## src/rtl/irq_disp_pkg.sv

```systemverilog
package irq_disp_pkg;

    localparam int unsigned SRC_COUNT       = 5;
    localparam int unsigned PC_W            = 16;
    localparam int unsigned REG_W           = 8;
    localparam int unsigned CYC_W           = 4;
    localparam int unsigned DISPATCH_CYCLES = 5;
    localparam int unsigned VEC_BASE_ADDR   = 'h40;
    localparam int unsigned VEC_STRIDE      = 8;

    typedef enum logic [1:0] {
        ME_OFF    = 2'd0,
        ME_ARMED  = 2'd1,
        ME_PRIMED = 2'd2,
        ME_LIVE   = 2'd3
    } me_state_e;

endpackage

```

## src/rtl/irq_prio_enc.sv

```systemverilog
module irq_prio_enc #(
    parameter int unsigned N     = 5,
    parameter int unsigned IDX_W = 3
) (
    input  logic [N-1:0]     cand_i,
    output logic             any_o,
    output logic [IDX_W-1:0] idx_o,
    output logic [N-1:0]     onehot_o
);

    always_comb begin
        idx_o = '0;
        for (int i = N - 1; i >= 0; i--) begin
            if (cand_i[i]) begin
                idx_o = IDX_W'(i);
            end
        end
    end

    // Isolate the lowest set bit
    assign onehot_o = cand_i & (~cand_i + N'(1));
    assign any_o    = |cand_i;

endmodule

```

## src/rtl/irq_vec_map.sv

```systemverilog
module irq_vec_map #(
    parameter int unsigned N      = 5,
    parameter int unsigned IDX_W  = 3,
    parameter int unsigned ADDR_W = 16,
    parameter int unsigned BASE   = 'h40,
    parameter int unsigned STRIDE = 8
) (
    input  logic [IDX_W-1:0]  idx_i,
    output logic [ADDR_W-1:0] vec_o
);

    logic [ADDR_W-1:0] lut [N];

    for (genvar g = 0; g < N; g++) begin : g_vec
        assign lut[g] = ADDR_W'(BASE + g * STRIDE);
    end

    always_comb begin
        vec_o = lut[0];
        for (int i = 0; i < N; i++) begin
            if (idx_i == IDX_W'(i)) begin
                vec_o = lut[i];
            end
        end
    end

endmodule

```

## src/rtl/irq_me_fsm.sv

```systemverilog
module irq_me_fsm
    import irq_disp_pkg::*;
(
    input  logic      clk_i,
    input  logic      rst_ni,
    input  logic      step_i,
    input  logic      ei_i,
    input  logic      di_i,
    input  logic      reti_i,
    input  logic      dispatch_i,
    output me_state_e state_o
);

    me_state_e st_d, st_q;

    always_comb begin
        st_d = st_q;
        if (step_i) begin
            unique case (st_q)
                ME_ARMED:  st_d = ME_PRIMED;
                ME_PRIMED: st_d = ME_LIVE;
                ME_LIVE:   st_d = dispatch_i ? ME_OFF : ME_LIVE;
                default:   st_d = st_q;
            endcase
        end
        // Strobes take effect after the step transition
        if (di_i) begin
            st_d = ME_OFF;
        end else if (reti_i) begin
            st_d = ME_LIVE;
        end else if (ei_i) begin
            st_d = ME_ARMED;
        end
    end

    always_ff @(posedge clk_i) begin
        if (!rst_ni) begin
            st_q <= ME_OFF;
        end else begin
            st_q <= st_d;
        end
    end

    assign state_o = st_q;

endmodule

```

## src/rtl/irq_dispatch_ctrl.sv

```systemverilog
module irq_dispatch_ctrl
    import irq_disp_pkg::*;
#(
    parameter int unsigned NUM_SRC  = SRC_COUNT,
    parameter int unsigned ADDR_W   = PC_W,
    parameter int unsigned DATA_W   = REG_W,
    parameter int unsigned COST_W   = CYC_W,
    parameter int unsigned VEC_BASE = VEC_BASE_ADDR,
    parameter int unsigned VEC_STEP = VEC_STRIDE
) (
    input  logic              clk_i,
    input  logic              rst_ni,
    input  logic [NUM_SRC-1:0] req_i,
    input  logic              ei_i,
    input  logic              di_i,
    input  logic              reti_i,
    input  logic              step_i,
    input  logic [ADDR_W-1:0] pc_i,
    input  logic              reg_wr_i,
    input  logic              reg_sel_i,
    input  logic [DATA_W-1:0] reg_wdata_i,
    output logic [DATA_W-1:0] reg_rdata_o,
    output logic              disp_valid_o,
    output logic [ADDR_W-1:0] vector_o,
    output logic [COST_W-1:0] cost_o,
    output logic [1:0]        me_state_o,
    output logic              push_req_o,
    output logic [ADDR_W-1:0] push_addr_o,
    input  logic              push_done_i
);

    localparam int unsigned IDX_W = (NUM_SRC > 1) ? $clog2(NUM_SRC) : 1;

    typedef struct packed {
        logic [NUM_SRC-1:0] en;
        logic [NUM_SRC-1:0] flg;
        logic               push_pend;
        logic [ADDR_W-1:0]  push_pc;
    } regs_t;

    regs_t              r_d, r_q;
    me_state_e          me_state;
    logic [NUM_SRC-1:0] serviceable;
    logic [NUM_SRC-1:0] win_onehot;
    logic [IDX_W-1:0]   win_idx;
    logic               win_any;
    logic               dispatch;
    logic [NUM_SRC-1:0] flags_q;

    assign serviceable = r_q.en & r_q.flg;

    irq_prio_enc #(
        .N     (NUM_SRC),
        .IDX_W (IDX_W)
    ) u_enc (
        .cand_i   (serviceable),
        .any_o    (win_any),
        .idx_o    (win_idx),
        .onehot_o (win_onehot)
    );

    irq_vec_map #(
        .N      (NUM_SRC),
        .IDX_W  (IDX_W),
        .ADDR_W (ADDR_W),
        .BASE   (VEC_BASE),
        .STRIDE (VEC_STEP)
    ) u_vec (
        .idx_i (win_idx),
        .vec_o (vector_o)
    );

    assign dispatch = step_i && (me_state == ME_LIVE) && win_any;

    irq_me_fsm u_me (
        .clk_i      (clk_i),
        .rst_ni     (rst_ni),
        .step_i     (step_i),
        .ei_i       (ei_i),
        .di_i       (di_i),
        .reti_i     (reti_i),
        .dispatch_i (dispatch),
        .state_o    (me_state)
    );

    always_comb begin
        r_d = r_q;
        if (reg_wr_i && !reg_sel_i) begin
            r_d.en = NUM_SRC'(reg_wdata_i);
        end
        if (reg_wr_i && reg_sel_i) begin
            r_d.flg = NUM_SRC'(reg_wdata_i);
        end
        if (dispatch) begin
            r_d.flg = r_d.flg & ~win_onehot;
        end
        // New requests win over the dispatch clear
        r_d.flg = r_d.flg | req_i;
        if (dispatch) begin
            r_d.push_pend = 1'b1;
            r_d.push_pc   = pc_i;
        end else if (push_done_i) begin
            r_d.push_pend = 1'b0;
        end
    end

    always_ff @(posedge clk_i) begin
        if (!rst_ni) begin
            r_q <= '0;
        end else begin
            r_q <= r_d;
        end
    end

    assign flags_q      = r_q.flg;
    assign reg_rdata_o  = DATA_W'(reg_sel_i ? r_q.flg : r_q.en);
    assign disp_valid_o = dispatch;
    assign cost_o       = COST_W'(DISPATCH_CYCLES);
    assign me_state_o   = me_state;
    assign push_req_o   = r_q.push_pend;
    assign push_addr_o  = r_q.push_pc;

endmodule

```

## config.mk

```make
export PLATFORM = sky130hd
export DESIGN_NAME = irq_dispatch_ctrl
export DESIGN_NICKNAME = d
export VERILOG_FILES = /design/src/rtl/irq_disp_pkg.sv /design/src/rtl/irq_prio_enc.sv /design/src/rtl/irq_vec_map.sv /design/src/rtl/irq_me_fsm.sv /design/src/rtl/irq_dispatch_ctrl.sv
export SDC_FILE = /design/constraint.sdc
export NUM_CORES = 1
export LEC_CHECK = 0
export BUFFER_PORTS_ARGS = -buffer_cell sky130_fd_sc_hd__buf_2
export CAP_MARGIN = 20
export CORE_MARGIN = 3
export CORE_UTILIZATION = 28
export CTS_BUF_LIST = sky130_fd_sc_hd__clkbuf_8
export CTS_CLUSTER_SIZE = 12
export DETAILED_ROUTE_END_ITERATION = 6
export SLEW_MARGIN = 0
export SYNTH_ARGS = -nofsm -noshare
export SYNTH_HDL_FRONTEND = slang
export SYNTH_SLANG_ARGS = --single-unit
export TNS_END_PERCENT = 5
```

## constraint.sdc

```tcl
create_clock -name clk_i -period 2.5 [get_ports clk_i]
set_input_delay 0 -clock clk_i [delete_from_list [all_inputs] [get_ports clk_i]]
set_output_delay 0 -clock clk_i [all_outputs]
set_load 0.005 [all_outputs]
```

==> summary.md <==
| Metric | Value |
|---|---|
| Least-Margin Pin Slew | `742 ps` |
| Worst-path clk slew | `60 ps` |
| Num rows | `26` |
| Area grow syn2layout | `28.3%` |
| R2R Path End | `u_me.state_o[1]$_SDFFE_PP0P_` |
| GRT Util Overall | `10.6%` |
| Layout cells sized above 1 | `32.4%` |
| Endpoints failing setup | `0` |
| Status | `finished clean` |
| Ys async rst share | `0%` |
| Max-cap violation count | `0` |
| Bufs on Longest Clock Path | `2` |
| Clk pwr share | `37.6%` |
| Total core area | `5300 um^2` |
| Pint | `0.000765 W` |
| DP Cell Count | `288` |
| Warnings from Yosys | `0` |
| Synth Area per Inst | `8.69 um^2` |
| Skew-Pair Late Insertion Delay | `270 ps` |
| Setup TNS | `0 ps` |
| Worst Hold Class | `in2reg` |
| Clock sink count | `29` |
| CTS H-tree depth | `2` |
| RSZ-0062 raised after global routing | `no` |
| Clock Skew | `2.16 ps` |
| Cell count after synthesis | `183` |
| R2R depth | `6` |
| Post-CTS sizing | `0` |
| Sequential-to-total area share from yosys stat | `36.5%` |
| Crit Path Class | `reg2reg` |
| Finished Core Util | `38.5%` |
| FF/Latch Area | `581 um^2` |
| Biggest area consumer among synthesized cells | `dfxtp_1` |
| Fin. max-slew vios | `0` |
| Power per cell area | `491 nW/um^2` |
| Drt pass-1 iters | `4` |
| Vias | `1369` |
| Final period util | `82.4%` |
| First-pass GRT wire length | `5440 um` |
| Slowest cell on crit path | `dlygate4sd3_1` |
| DRT Wirelength | `3630 um` |
| Net Sw Frac | `23.6%` |
| Drt wl/cell | `11.5 um` |
| Fmax | `486 MHz` |
| Top cell type's share of synthesized area | `36.5%` |
| Post-layout min period | `2060 ps` |
| Die Area | `6620 um^2` |
| Vias per cell | `4.32` |
| Total power | `0.00100 W` |
| Relative slew slack | `50.5%` |
| Fillers | `569` |
| Final ANT Viol Nets | `0` |
| Worst Setup End Kind | `flip-flop` |
| Peak supply drop | `0.165 mV` |
| Gpl congestion | `0.775` |
| Initial Util | `30.0%` |
| Worst setup SP type | `flip-flop` |
| Sequential cell fraction of total power | `48.7%` |
| Maximum fanout along the worst path | `36` |
| CTS buffer count | `5` |
| CP peak stage delay | `540 ps` |
| Drt drc | `0` |
| Switch Pwr | `0.000237 W` |
| Antenna Cells | `0` |
| R2r startpoint | `r_q[22]$_SDFFE_PN0P_` |
| CTS tree | `yes` |
| Synth Cell Area | `1590 um^2` |
| IO buf count | `62` |
| Finished Layout Cells | `317` |
| Logic pwr share | `13.6%` |
| CP cell instances | `nand2_1, a41oi_4, buf_4, nor3_1, o211a_1, dlygate4sd3_1` |
| Die Span Y | `81.4 um` |
| Number of placed I/O pins | `86` |
| Area of the multi-input gates | `741 um^2` |
| Synth cell types | `29` |
| HP Start | `reg_wdata_i[0]` |
| Post-synth EDFFs | `0` |
| Synth Register Bits | `29` |
| Initial DRC Count | `70` |
| Chip width | `81.4 um` |
| Initial antenna violation count | `0` |
| Dpl hpwl | `2560 um` |
| WHS Path Cells | `3` |
| Post-synth top flop | `dfxtp_1` |
| Clock Root Buffer | `clkbuf_8` |
| Vias in the first global route | `1215` |
| Synth top area cells | `dfxtp_1, buf_4, mux2i_1, nand3_1, o21ai_1` |
| Fin nets | `285` |
| Arrival time at the worst endpoint | `2220 ps` |
| Worst R2R Setup Slack | `440 ps` |
| Pin count of the biggest net entering global routing | `46` |
| Min-Delay Endpoint | `r_q[22]$_SDFFE_PN0P_` |
| CP Data Required Time | `2660 ps` |
| Hold Vio Cnt, Final | `0` |
| Leak | `0.962 nW` |
| Synth cell count leaders | `buf_4, dfxtp_1, nand2_1` |
| Overflow after GRT | `0` |
| Most frequent cell after synthesis | `buf_4` |
-- cells by family (layout without fill, tap and decap cells) --
logic type / Yosys count / in the layout / synth area share, %
other: 2 / 20 / 0.472
and+or+nand+nor: 55 / 55 / 17.2
buffers and inverters: 48 / 94 / 21.2
AOI/OAI and AO/OA: 34 / 34 / 14.7
DFF: 29 / 29 / 36.5
muxes: 15 / 15 / 9.91
-- repair_timing --
action	CTS	global route
setup endpoints to repair	0	0
hold buffers	22	0
buffers inserted	0	0
endpoints found under the hold margin	21	0
-- worst max-delay path, delay by kind of cell, from the launching register on --
| kind | cells | cell delay [ps] |
|---|---|---|
| DFF | 1 | 390 |
| AOI/OAI and AO/OA | 2 | 400 |
| and+or+nand+nor | 2 | 270 |
| buffers and inverters | 2 | 890 |
-- metal layers --
metal | track usage, % | part of all wire [%]
met1 | 12.7 | 44
met2 | 18.0 | 49
met3 | 2.33 | 6.1
met4 | 5.07 | 1.6
met5 | 0 | 0
-- registers in the layout (all words and copies together), names as in the netlist --
| name | count |
|---|---|
| flags_q | 5 |
| push_addr_o | 16 |
| push_req_o | 1 |
| r_q | 5 |
| u_me.state_o | 2 |
-- power groups by stage --
stage	Combinational, W	Sequential [W]	Clock [W]
2_1_floorplan	0.0000879	0.000495	0
3_3_place_gp	0.000109	0.000498	0
3_5_place_dp	0.000111	0.000498	0
4_1_cts	0.000137	0.000488	0.000401
5_1_grt	0.000152	0.000490	0.000413
6_report	0.000136	0.000488	0.000377
-- area by class of cell --
type                            count  share of cell area, %
Inverter                            2                  0.368
Multi-Input combinational cell    124                   36.3
Clock inverter                      1                  0.184
Clock buffer                        6                   4.05
Timing Repair Buffer               85                   26.4
Sequential cell                    29                   28.4
Tap cell                           70                   4.29
-- metrics by stage --
step | setup slack [ps] | area [um^2] | hold slack [ps]
floorplan | 1290 | 1660 | 124
global placement | 1010 | 1730 | 211
detailed placement | 1000 | 1730 | 216
CTS | 443 | 2040 | 0.742
global route | 273 | 2040 | 15.1
finish | 440 | 2040 | 10.6
-- how the worst max path moves through the flow --
stage                                from                            to  slack [ps]
floorplan           flags_q[2]$_SDFF_PN0_       push_req_o$_SDFFE_PN0P_        1290
global placement     r_q[22]$_SDFFE_PN0P_  u_me.state_o[1]$_SDFFE_PP0P_        1010
detailed placement   r_q[22]$_SDFFE_PN0P_  u_me.state_o[1]$_SDFFE_PP0P_        1000
CTS                  r_q[22]$_SDFFE_PN0P_  u_me.state_o[1]$_SDFFE_PP0P_         440
global route         r_q[22]$_SDFFE_PN0P_  u_me.state_o[1]$_SDFFE_PP0P_         270
finish               r_q[22]$_SDFFE_PN0P_  u_me.state_o[1]$_SDFFE_PP0P_         440
-- cell usage in the layout, fill, tap and decap left out, drive strengths merged --
cell type,synthesis,routed
nor2b,8,8
nor3b,1,1
and2,2,2
o211a,1,1
nand3,17,17
dlygate4sd3,0,22
conb,2,20
a41oi,4,4
nor3,2,2
mux2,6,6
a22oi,1,1
inv,2,3
nor2,1,1
a31oi,1,1
o21ai,19,19
mux2i,9,9
and3,2,2
dfxtp,29,29
a21oi,2,2
o21a,5,5
buf,42,63
a22o,1,1
clkbuf,4,6
nand2,22,22
Note: power is estimated with default switching activity, not from simulation.
